<file path="config.mk">
export PLATFORM = sky130hd
export DESIGN_NAME = spi_fifo_irq
export DESIGN_NICKNAME = d
export VERILOG_FILES = /design/src/rtl/spi_fifo_pkg.sv /design/src/rtl/spi_fifo_buf.sv /design/src/rtl/spi_fifo_dp.sv /design/src/rtl/spi_fifo_ctrl.sv /design/src/rtl/spi_fifo_irq.sv
export SDC_FILE = /design/constraint.sdc
export NUM_CORES = 1
export LEC_CHECK = 0
export ABC_AREA = 1
export BUFFER_PORTS_ARGS = -buffer_cell sky130_fd_sc_hd__clkbuf_2
export CAP_MARGIN = 15
export CORE_MARGIN = 5
export CORE_UTILIZATION = 35
export DETAILED_ROUTE_END_ITERATION = 6
export PLACE_DENSITY = 0.59
export SLEW_MARGIN = 20
export SYNTH_ARGS = -nofsm -noshare
export SYNTH_HDL_FRONTEND = slang
export SYNTH_SLANG_ARGS = --single-unit
export TNS_END_PERCENT = 20
</file>
<file path="constraint.sdc">
create_clock -name clk -period 3.3 [get_ports clk]
set_input_delay 0.33 -clock clk [delete_from_list [all_inputs] [get_ports clk]]
set_output_delay 0.33 -clock clk [all_outputs]
set_load 0.03 [all_outputs]
</file>
<file path="src/rtl/spi_fifo_pkg.sv">
package spi_fifo_pkg;

  localparam int unsigned ADDR_W = 4;
  localparam int unsigned IRQ_W  = 5;

  typedef enum logic [ADDR_W-1:0] {
    A_TXDATA = 4'd0,
    A_RXDATA = 4'd1,
    A_TXLVL  = 4'd2,
    A_RXLVL  = 4'd3,
    A_TXTHR  = 4'd4,
    A_RXTHR  = 4'd5,
    A_STATUS = 4'd6,
    A_IMASK  = 4'd7,
    A_ISTAT  = 4'd8,
    A_IRAW   = 4'd9,
    A_ICLR   = 4'd10
  } regSel_e;

  // strobes from control to datapath
  typedef struct packed {
    logic txPush;
    logic rxPop;
  } fifoStrobe_t;

endpackage

</file>
<file path="src/rtl/spi_fifo_buf.sv">
module spi_fifo_buf #(
  parameter int unsigned DATA_W = 16,
  parameter int unsigned DEPTH  = 32,
  localparam int unsigned PTR_W = $clog2(DEPTH),
  localparam int unsigned LVL_W = $clog2(DEPTH + 1)
) (
  input  logic              clk,
  input  logic              rstN,
  input  logic              push,
  input  logic [DATA_W-1:0] pushData,
  input  logic              pop,
  output logic [DATA_W-1:0] popData,
  output logic [LVL_W-1:0]  level
);

  localparam logic [LVL_W-1:0] FULL_LVL = LVL_W'(DEPTH);

  logic [DATA_W-1:0] mem [DEPTH];
  logic [PTR_W-1:0]  wrPtr, rdPtr;
  logic              doPush, doPop;

  assign doPush  = push && (level != FULL_LVL);
  assign doPop   = pop && (level != '0);
  assign popData = (level != '0) ? mem[rdPtr] : '0;

  always_ff @(posedge clk) begin
    if (doPush) mem[wrPtr] <= pushData;
  end

  always_ff @(posedge clk) begin
    if (!rstN) begin
      wrPtr <= '0;
      rdPtr <= '0;
      level <= '0;
    end else begin
      if (doPush) wrPtr <= wrPtr + PTR_W'(1);
      if (doPop)  rdPtr <= rdPtr + PTR_W'(1);
      unique case ({doPush, doPop})
        2'b10:   level <= level + LVL_W'(1);
        2'b01:   level <= level - LVL_W'(1);
        default: level <= level;
      endcase
    end
  end

endmodule

</file>
<file path="src/rtl/spi_fifo_dp.sv">
module spi_fifo_dp
  import spi_fifo_pkg::*;
#(
  parameter int unsigned DATA_W = 16,
  parameter int unsigned DEPTH  = 32,
  localparam int unsigned LVL_W = $clog2(DEPTH + 1)
) (
  input  logic              clk,
  input  logic              rstN,
  input  fifoStrobe_t       strb,
  input  logic [DATA_W-1:0] txWdata,
  input  logic              txAck,
  output logic              txReq,
  output logic [DATA_W-1:0] txData,
  input  logic              rxValid,
  input  logic [DATA_W-1:0] rxWdata,
  output logic [DATA_W-1:0] rxHead,
  output logic [LVL_W-1:0]  txLvl,
  output logic [LVL_W-1:0]  rxLvl
);

  spi_fifo_buf #(.DATA_W(DATA_W), .DEPTH(DEPTH)) u_txBuf (
    .clk(clk), .rstN(rstN),
    .push(strb.txPush), .pushData(txWdata),
    .pop(txAck), .popData(txData),
    .level(txLvl)
  );

  spi_fifo_buf #(.DATA_W(DATA_W), .DEPTH(DEPTH)) u_rxBuf (
    .clk(clk), .rstN(rstN),
    .push(rxValid), .pushData(rxWdata),
    .pop(strb.rxPop), .popData(rxHead),
    .level(rxLvl)
  );

  assign txReq = (txLvl != '0);

endmodule

</file>
<file path="src/rtl/spi_fifo_ctrl.sv">
module spi_fifo_ctrl
  import spi_fifo_pkg::*;
#(
  parameter int unsigned DATA_W = 16,
  parameter int unsigned DEPTH  = 32,
  localparam int unsigned LVL_W = $clog2(DEPTH + 1),
  localparam int unsigned THR_W = $clog2(DEPTH)
) (
  input  logic              clk,
  input  logic              rstN,
  input  logic [ADDR_W-1:0] regAddr,
  input  logic              regWe,
  input  logic              regRe,
  input  logic [IRQ_W-1:0]  cfgWdata,
  output logic [DATA_W-1:0] regRdata,
  output logic              irq,
  output fifoStrobe_t       strb,
  input  logic [LVL_W-1:0]  txLvl,
  input  logic [LVL_W-1:0]  rxLvl,
  input  logic [DATA_W-1:0] rxHead,
  input  logic              rxValid,
  input  logic              shiftBusy
);

  localparam logic [LVL_W-1:0] FULL_LVL = LVL_W'(DEPTH);

  logic [THR_W-1:0] txThr, rxThr;
  logic [IRQ_W-1:0] iMask, rawStat, status;
  logic             txOvf, rxOvf, rxUnf;
  logic             txFull, txEmpty, rxFull, rxEmpty;
  logic             txOvfEv, rxOvfEv, rxUnfEv;
  logic [3:0]       clr;

  assign txFull  = (txLvl == FULL_LVL);
  assign txEmpty = (txLvl == '0);
  assign rxFull  = (rxLvl == FULL_LVL);
  assign rxEmpty = (rxLvl == '0);

  assign strb.txPush = regWe && (regAddr == A_TXDATA);
  assign strb.rxPop  = regRe && (regAddr == A_RXDATA);

  assign txOvfEv = strb.txPush && txFull;
  assign rxOvfEv = rxValid && rxFull;
  assign rxUnfEv = strb.rxPop && rxEmpty;
  assign clr     = (regWe && (regAddr == A_ICLR)) ? cfgWdata[3:0] : 4'b0;

  always_ff @(posedge clk) begin
    if (!rstN) begin
      txThr <= '0;
      rxThr <= '0;
      iMask <= '0;
      txOvf <= 1'b0;
      rxOvf <= 1'b0;
      rxUnf <= 1'b0;
    end else begin
      if (regWe && (regAddr == A_TXTHR)) txThr <= cfgWdata[THR_W-1:0];
      if (regWe && (regAddr == A_RXTHR)) rxThr <= cfgWdata[THR_W-1:0];
      if (regWe && (regAddr == A_IMASK)) iMask <= cfgWdata;
      // a new event outranks a clear in the same cycle
      txOvf <= txOvfEv | (txOvf & ~(clr[3] | clr[0]));
      rxOvf <= rxOvfEv | (rxOvf & ~(clr[2] | clr[0]));
      rxUnf <= rxUnfEv | (rxUnf & ~(clr[1] | clr[0]));
    end
  end

  assign rawStat = {rxLvl > LVL_W'(rxThr), rxOvf, rxUnf, txOvf,
                    txLvl <= LVL_W'(txThr)};
  assign status  = {rxFull, rxEmpty, txEmpty, txFull, shiftBusy};
  assign irq     = |(rawStat & iMask);

  always_comb begin
    regRdata = '0;
    if (regRe) begin
      unique case (regAddr)
        A_RXDATA: regRdata = rxHead;
        A_TXLVL:  regRdata = DATA_W'(txLvl);
        A_RXLVL:  regRdata = DATA_W'(rxLvl);
        A_TXTHR:  regRdata = DATA_W'(txThr);
        A_RXTHR:  regRdata = DATA_W'(rxThr);
        A_STATUS: regRdata = DATA_W'(status);
        A_IMASK:  regRdata = DATA_W'(iMask);
        A_ISTAT:  regRdata = DATA_W'(rawStat & iMask);
        A_IRAW:   regRdata = DATA_W'(rawStat);
        default:  regRdata = '0;
      endcase
    end
  end

endmodule

</file>
<file path="src/rtl/spi_fifo_irq.sv">
module spi_fifo_irq
  import spi_fifo_pkg::*;
#(
  parameter int unsigned DATA_W = 16,
  parameter int unsigned DEPTH  = 32,
  localparam int unsigned LVL_W = $clog2(DEPTH + 1)
) (
  input  logic              clk,
  input  logic              rstN,
  input  logic [3:0]        regAddr,
  input  logic              regWe,
  input  logic              regRe,
  input  logic [DATA_W-1:0] regWdata,
  output logic [DATA_W-1:0] regRdata,
  output logic              irq,
  output logic              txReq,
  output logic [DATA_W-1:0] txData,
  input  logic              txAck,
  input  logic              rxValid,
  input  logic [DATA_W-1:0] rxData,
  input  logic              shiftBusy
);

  fifoStrobe_t       strb;
  logic [LVL_W-1:0]  txLvl, rxLvl;
  logic [DATA_W-1:0] rxHead;

  spi_fifo_ctrl #(.DATA_W(DATA_W), .DEPTH(DEPTH)) u_ctrl (
    .clk(clk), .rstN(rstN),
    .regAddr(regAddr), .regWe(regWe), .regRe(regRe),
    .cfgWdata(regWdata[IRQ_W-1:0]), .regRdata(regRdata),
    .irq(irq), .strb(strb),
    .txLvl(txLvl), .rxLvl(rxLvl), .rxHead(rxHead),
    .rxValid(rxValid), .shiftBusy(shiftBusy)
  );

  spi_fifo_dp #(.DATA_W(DATA_W), .DEPTH(DEPTH)) u_dp (
    .clk(clk), .rstN(rstN), .strb(strb),
    .txWdata(regWdata), .txAck(txAck),
    .txReq(txReq), .txData(txData),
    .rxValid(rxValid), .rxWdata(rxData), .rxHead(rxHead),
    .txLvl(txLvl), .rxLvl(rxLvl)
  );

endmodule

</file>
==> results of run 1 <==
## per-stage QoR
stage | power (uW) | utilization (%) | instance area, um^2
after detailed placement | 20900 | 37.3 | 47400
after CTS | 33200 | 40.2 | 51200
after floorplan | 19100 | - | 44700
after global placement | 20800 | 37.3 | 47400
final | 33300 | 40.5 | 51500
after global routing | 34800 | 40.5 | 51500
## metal layers
layer,vias up,GRT usage [%],routed length [um]
met3,162,2.54,7990
li1,13800,-,-
met1,14600,24.3,53300
met4,4,4.69,2820
met2,1046,27.0,56400
met5,-,0,32
## registers in the layout, summed over array words and instances, names as in the netlist, named ones only
signal              cells
u_dp.u_rxBuf.mem      512
u_dp.u_txBuf.mem      512
u_dp.u_rxBuf.level      6
u_dp.u_txBuf.level      6
u_ctrl.iMask            5
u_ctrl.rxThr            5
u_ctrl.txThr            5
u_dp.u_rxBuf.rdPtr      5
u_dp.u_rxBuf.wrPtr      5
u_dp.u_txBuf.rdPtr      5
u_dp.u_txBuf.wrPtr      5
u_ctrl.rxOvf            1
u_ctrl.rxUnf            1
u_ctrl.txOvf            1
## placed cells by master, fill, tap and decap left out, types with 53 or more instances in the layout
master     synthesis  layout
edfxtp_1        1024    1024
a21oi_1          124     123
o211ai_1          73      73
clkbuf_16          0     115
nand2_1          687     687
buf_4             33     110
dfxtp_1           60      53
inv_1            148     147
nand3_1          307     303
clkbuf_2           2      65
o21ai_0          371     371
nor2_1           609     594
## path summary, 6_finish.rpt
kind / startpoint / cells past startpoint / slack [ns] / endpoint
worst min-delay path: regAddr[2] / 5 / 0.11 / u_ctrl.txOvf
worst max register to register: u_dp.u_txBuf.level[1] / 14 / 0.48 / u_dp.u_txBuf.level[4]
worst max-delay path: flip-flop / 11 / 0.08 / txData[6]
worst min register to register: u_ctrl.iMask[0] / 2 / 0.49 / u_ctrl.iMask[0]
## power groups by stage
stage	registers, uW	clock network (uW)	logic [uW]
after floorplan	15500	0	3640
after global placement	15500	0	5300
after detailed placement	15500	0	5350
after CTS	15300	12400	5470
after global routing	15300	13100	6420
final	15300	12200	5860
## kinds of logic (layout without fill, tap and decap cells)
logic type	Yosys count	count (layout)	synth area share (%)
compound gates	694	694	8.86
flops	1084	1084	71.4
xor+xnor	7	7	0.137
fa+ha+maj	32	32	0.929
buf+inv	379	592	3.96
simple gates	1629	1629	14.7
## repair_timing
action / in CTS / in global routing
hold endpoints to repair: 12 / 0
pin swaps: 0 / 2
gates resized for setup: 22 / 37
endpoints found under the setup margin: 32 / 26
buffers inserted: 4 / 6
cloned: 2 / 8
hold buffers: 4 / 0
## cell type report
type                            instances  area [um^2]
Fill cell                           11900        75700
Sequential cell                      1084        32000
Multi-Input combinational cell       2362        11100
Clock buffer                          129         2800
Timing Repair Buffer                  232         2100
Tap cell                             1662         2080
Clock inverter                         72          726
Inverter                              156          632
Timing Repair inverter                  3         36.3
## worst max-delay path: stages (launching register included)
cell and delay [ns]:
dfxtp_4 0.43, buf_4 0.19, clkinv_8 0.19, nand2_1 0.09, nand3_1 0.07, nand2_1 0.05
a21oi_1 0.14, o31ai_1 0.14, nand3_1 0.23, nand2_1 0.08, nor2_1 0.24, clkbuf_2 0.26
==> impl_metrics.csv, run 1 <==
group,metric,value,unit
pwr,switching_power,9530,uW
pwr,p_comb_share,17.6,%
die,core,0.127,mm^2
pwr,seq_power_share,45.8,%
synthesis,ys_seq_elements,1084,
worst_setup_path,cp_max_fo,49,
detailed_routing,wl_per_cell,21.2,um
worst_setup_path,crit_arrival,2.89,ns
synthesis,ys_seq_area_share,71.4,%
die,start_util,35.2,%
clocking,cts_buffer_depth,3,
clocking,root_buffer,"clkbuf_16",
synthesis,synth_edf_count,1024,
synthesis,synth_cell_types,37,
sta,max_freq,311,MHz
sta,tns,0,ns
detailed_routing,vias,29600,
placed_design,place_inst,5475,
placed_design,gp_congestion,0.827,
pwr,vdd.ir_drop.worst,0.000453,V
synthesis,synth_top_area_share,68.8,%
run_status,status,"complete, no violations",
synthesis,ys_warn_count,0,
pwr,power.density,648,mW/mm^2
global_route,grt_pass1_vias,27700,
global_route,grt_max_degree,119,
die,dieArea,0.135,mm^2
placed_design,dp_hpwl,65900,um
clocking,clock_latency,0.75,ns
global_route,grt_pass1_wl,177000,um
die,io_pins,77,
synthesis,synth_top_cell_by_area,"edfxtp_1",
placed_design,dp_slack,0.505,ns
sta,worstMarginPinSlew,1.06,ns
clocking,numCtsBuffers,108,
final_layout,antenna_cells,0,
clocking,cts_num_sinks,1084,
detailed_routing,vias_per_cell,5.20,
sta,hold_ws,0.114,ns
synthesis,synthTopCellsByArea,"edfxtp_1 69%, nand2_1 5.8%, nor2_1 5.1%",
detailed_routing,initialDrtViolationCount,2855,
sta,setup_viol,0,
final_layout,syn_to_final_growth,15.1,%
sta,drv_slew,0,
sta,slew_headroom,29.5,%
clocking,cts_htree_levels,3,
sta,rsz0062_at_grt,"true",
synthesis,syn_area,0.0447,mm^2
detailed_routing,first_pass_iters,5,
worst_hold_path,holdCritPathClass,"primary input to flip-flop",
clocking,cts_tree,"yes",
sta,fin_worst_skew,0.0694,ns
clocking,path_clk_slew,0.07,ns
pwr,p_leak,0.0180,uW
synthesis,postSynthAreaPerCell,11.7,um^2
global_route,grt_overflow,0,
synthesis,async_flop_share,0,%
detailed_routing,ant_nets,0,
sta,hold_violations,0,
placed_design,io_buffers,76,
global_route,antenna_found_initial,7,
sta,fin_crit_sh,97.5,%
pwr,intPower,23800,uW
worst_setup_path,required,2.97,ns
worst_setup_path,cp-start-kind,"flip-flop",
synthesis,yosysMostFrequentCell,"edfxtp_1",
worst_setup_path,worstSetupEndpointType,"output pin",
sta,setup_ws,0.0819,ns
job,drv_cap,0,
synthesis,ys_top_cells_by_count,"1024 x edfxtp_1, 687 x nand2_1, 609 x nor2_1, 371 x o21ai_0, 307 x nand3_1",
final_layout,nets,4022,
synthesis,ys.flop_type,"edfxtp_1",
pwr,p_sw_share,28.6,%
detailed_routing,routed_wl,121000,um
synthesis,synth_cells,3825,
synthesis,synth.net_count,3900,
die,die_w,367,um
die,die_y,367,um
detailed_routing,drc,0,
global_route,grt_use_total,17.0,%
worst_setup_path,critical_path_class,"flip-flop to output pin",
die,rows,131,
pwr,clockPowerShare,36.6,%
final_layout,layout-drive-gt1-share,10.7,%
sta,layout_min_cycle_time,3.22,ns
final_layout,stdcell_count,5700,
No activity file was read; power rests on OpenSTA's default activity.
==> run 2, diff against run 1 <==
--- a/config.mk
+++ b/config.mk
@@ -10,6 +10,9 @@
 export CAP_MARGIN = 15
 export CORE_MARGIN = 5
 export CORE_UTILIZATION = 35
+export CTS_BUF_LIST = sky130_fd_sc_hd__clkbuf_2 sky130_fd_sc_hd__clkbuf_4 sky130_fd_sc_hd__clkbuf_8
+export CTS_CLUSTER_DIAMETER = 100
+export CTS_CLUSTER_SIZE = 25
 export DETAILED_ROUTE_END_ITERATION = 6
 export PLACE_DENSITY = 0.59
 export SLEW_MARGIN = 20
==> impl_metrics.csv, run 2 (same netlist as run 1, synthesis figures left out) <==
group,metric,value,unit
final_layout,design_area,0.0502,mm^2
die,io_pins,77,
sta,layout_min_cycle_time,3.26,ns
final_layout,syn_to_final_growth,12.2,%
detailed_routing,ant_nets,0,
sta,setup_viol,0,
global_route,grt_max_degree,85,
worst_setup_path,r2r_end,"u_dp.u_txBuf.level[4]",
die,rows,131,
final_layout,layout-drive-gt1-share,12.1,%
detailed_routing,drc,0,
pwr,seq_power_share,54.4,%
worst_setup_path,crit_arrival,2.93,ns
pwr,clockPowerShare,21.2,%
clocking,path_clk_slew,0.15,ns
worst_hold_path,min_to,"u_ctrl.rxUnf",
sta,fin_worst_skew,0.0836,ns
pwr,p_comb_share,24.4,%
detailed_routing,vias_per_cell,5.28,
sta,drv_slew,0,
detailed_routing,routed_wl,124000,um
clocking,cts_buffer_depth,3,
sta,fin_crit_sh,98.7,%
final_layout,final_core_util,39.4,%
clocking,cts_tree,"yes",
final_layout,layout_commonest_cell,"edfxtp_1",
detailed_routing,vias,29700,
placed_design,gp_congestion,0.827,
global_route,grt_pass1_wl,177000,um
detailed_routing,first_pass_iters,6,
placed_design,dp_hpwl,65900,um
worst_setup_path,r2r_start,"u_dp.u_txBuf.level[1]",
clocking,root_buffer,"clkbuf_8",
die,die_y,367,um
pwr,power.density,559,mW/mm^2
die,start_util,35.2,%
final_layout,nets,4000,
sta,worstMarginPinSlew,1.06,ns
sta,max_freq,307,MHz
pwr,p_leak,0.0172,uW
worst_setup_path,cp-start-kind,"flip-flop",
sta,hold_violations,0,
worst_setup_path,r2r_slack,0.47,ns
global_route,antenna_found_initial,8,
worst_hold_path,holdCritPathClass,"primary input to flip-flop",
worst_hold_path,holdPathStages,5,
sta,rsz0062_at_grt,"true",
die,die_w,367,um
worst_setup_path,required,2.97,ns
placed_design,io_buffers,76,
global_route,grt_pass1_vias,27200,
placed_design,place_area,0.0474,mm^2
pwr,switching_power,8710,uW
pwr,p_sw_share,31.1,%
worst_setup_path,cp_max_fo,17,
worst_setup_path,critical_path_class,"flip-flop to output pin",
global_route,grt_overflow,0,
pwr,total_power,28100,uW
global_route,grt_use_total,16.9,%
die,core,0.127,mm^2
pwr,intPower,19300,uW
clocking,clock_latency,0.80,ns
detailed_routing,wl_per_cell,22.0,um
job,drv_cap,0,
die,dieArea,0.135,mm^2
worst_setup_path,r2r_cells,14,
run_status,status,"complete, no violations",
worst_setup_path,worstSetupEndpointType,"output pin",
pwr,vdd.ir_drop.worst,0.000436,V
clocking,cts_num_sinks,1084,
final_layout,top_regs,"u_dp.u_rxBuf.mem: 512 flops, u_dp.u_txBuf.mem: 512 flops",
worst_hold_path,hp-start,"regRe",
clocking,numCtsBuffers,50,
detailed_routing,initialDrtViolationCount,3393,
sta,slew_headroom,29.0,%
final_layout,final_cell_mix,"1024 x edfxtp_1, 683 x nand2_1, 577 x nor2_1",
clocking,cts_htree_levels,2,
==> run 2: cell count changes in the layout (fill, tap and decap cells not counted), sizes merged <==
cell / delta
clkinvlp: -2
bufbuf: +1
clkinv: -51
inv: -1
dlygate4sd3: +5
bufinv: -10
diode: +2
buf: +27
clkbuf: -46
==> run 2: worst max-delay path, stage by stage, from the launching register on <==
cell	delay (ns)
dfxtp_4	0.44
buf_12	0.17
buf_16	0.17
clkbuf_16	0.20
o21ai_0	0.17
nor2_1	0.08
o31ai_2	0.32
nand3_2	0.19
nand2_1	0.11
nor2_2	0.06
clkbuf_4	0.18
==> run 2: metrics by stage <==
stage | worst slack [ns] | std cells | TNS [ns] | hold WS (ns)
2_1_floorplan | 0.552 | 3825 | 0 | 0.429
3_3_place_gp | 0.467 | 5475 | 0 | 0.466
3_5_place_dp | 0.505 | 5475 | 0 | 0.478
4_1_cts | -0.0528 | 5586 | -0.0728 | 0.0130
5_1_grt | -0.0457 | 5624 | -0.406 | 0.177
6_report | 0.0425 | 5625 | 0 | 0.197
==> run 2: worst max path at each step <==
stage          startpoint                 endpoint  slack, ns
2_1_floorplan       regWe  u_dp.u_txBuf.mem[31][0]       0.55
6_report        flip-flop                txData[9]       0.04
3_5_place_dp   regAddr[0]    u_dp.u_txBuf.level[5]       0.51
4_1_cts         flip-flop              regRdata[6]      -0.05
3_3_place_gp   regAddr[0]    u_dp.u_txBuf.level[5]       0.47
5_1_grt         flip-flop              regRdata[4]      -0.05
==> run 2: timing repair <==
item | 4_1_cts | 5_1_grt
endpoints found under the setup margin | 32 | 32
gates resized for setup | 77 | 148
buffers inserted | 7 | 15
pin swaps | 5 | 46
hold buffers | 9 | 0
hold endpoints to repair | 32 | 0
cloned | 7 | 22
==> run 2: final cells by class <==
class                   count  area, um^2
repair inverters            5        72.6
diodes                      2        5.00
well taps                1662        2080
flip-flops and latches   1084       32000
multi-input cells        2362       11500
repair buffers            266        2900
inverters                 156         647
clock inverters             6        90.1
fillers                 12100       77000
clock buffers              82         935
==> run 2: metal layers <==
layer  wire [um]  track usage [%]  share of wire [%]  vias to the layer above
met1       54300             24.6                 44                    14900
li1            -                -                  -                    13700
met4        2450             3.73                2.0                        4
met5          32                0              0.026                        -
met3        8460             2.01                6.8                      117
met2       58700             27.5                 47                     1047
==> run 2: power groups by stage <==
stage	Clock [uW]	Sequential (uW)	Combinational [uW]
3_5_place_dp	0	15500	5350
5_1_grt	6630	15300	7400
2_1_floorplan	0	15500	3640
4_1_cts	6110	15300	5890
3_3_place_gp	0	15500	5300
6_report	5950	15300	6840
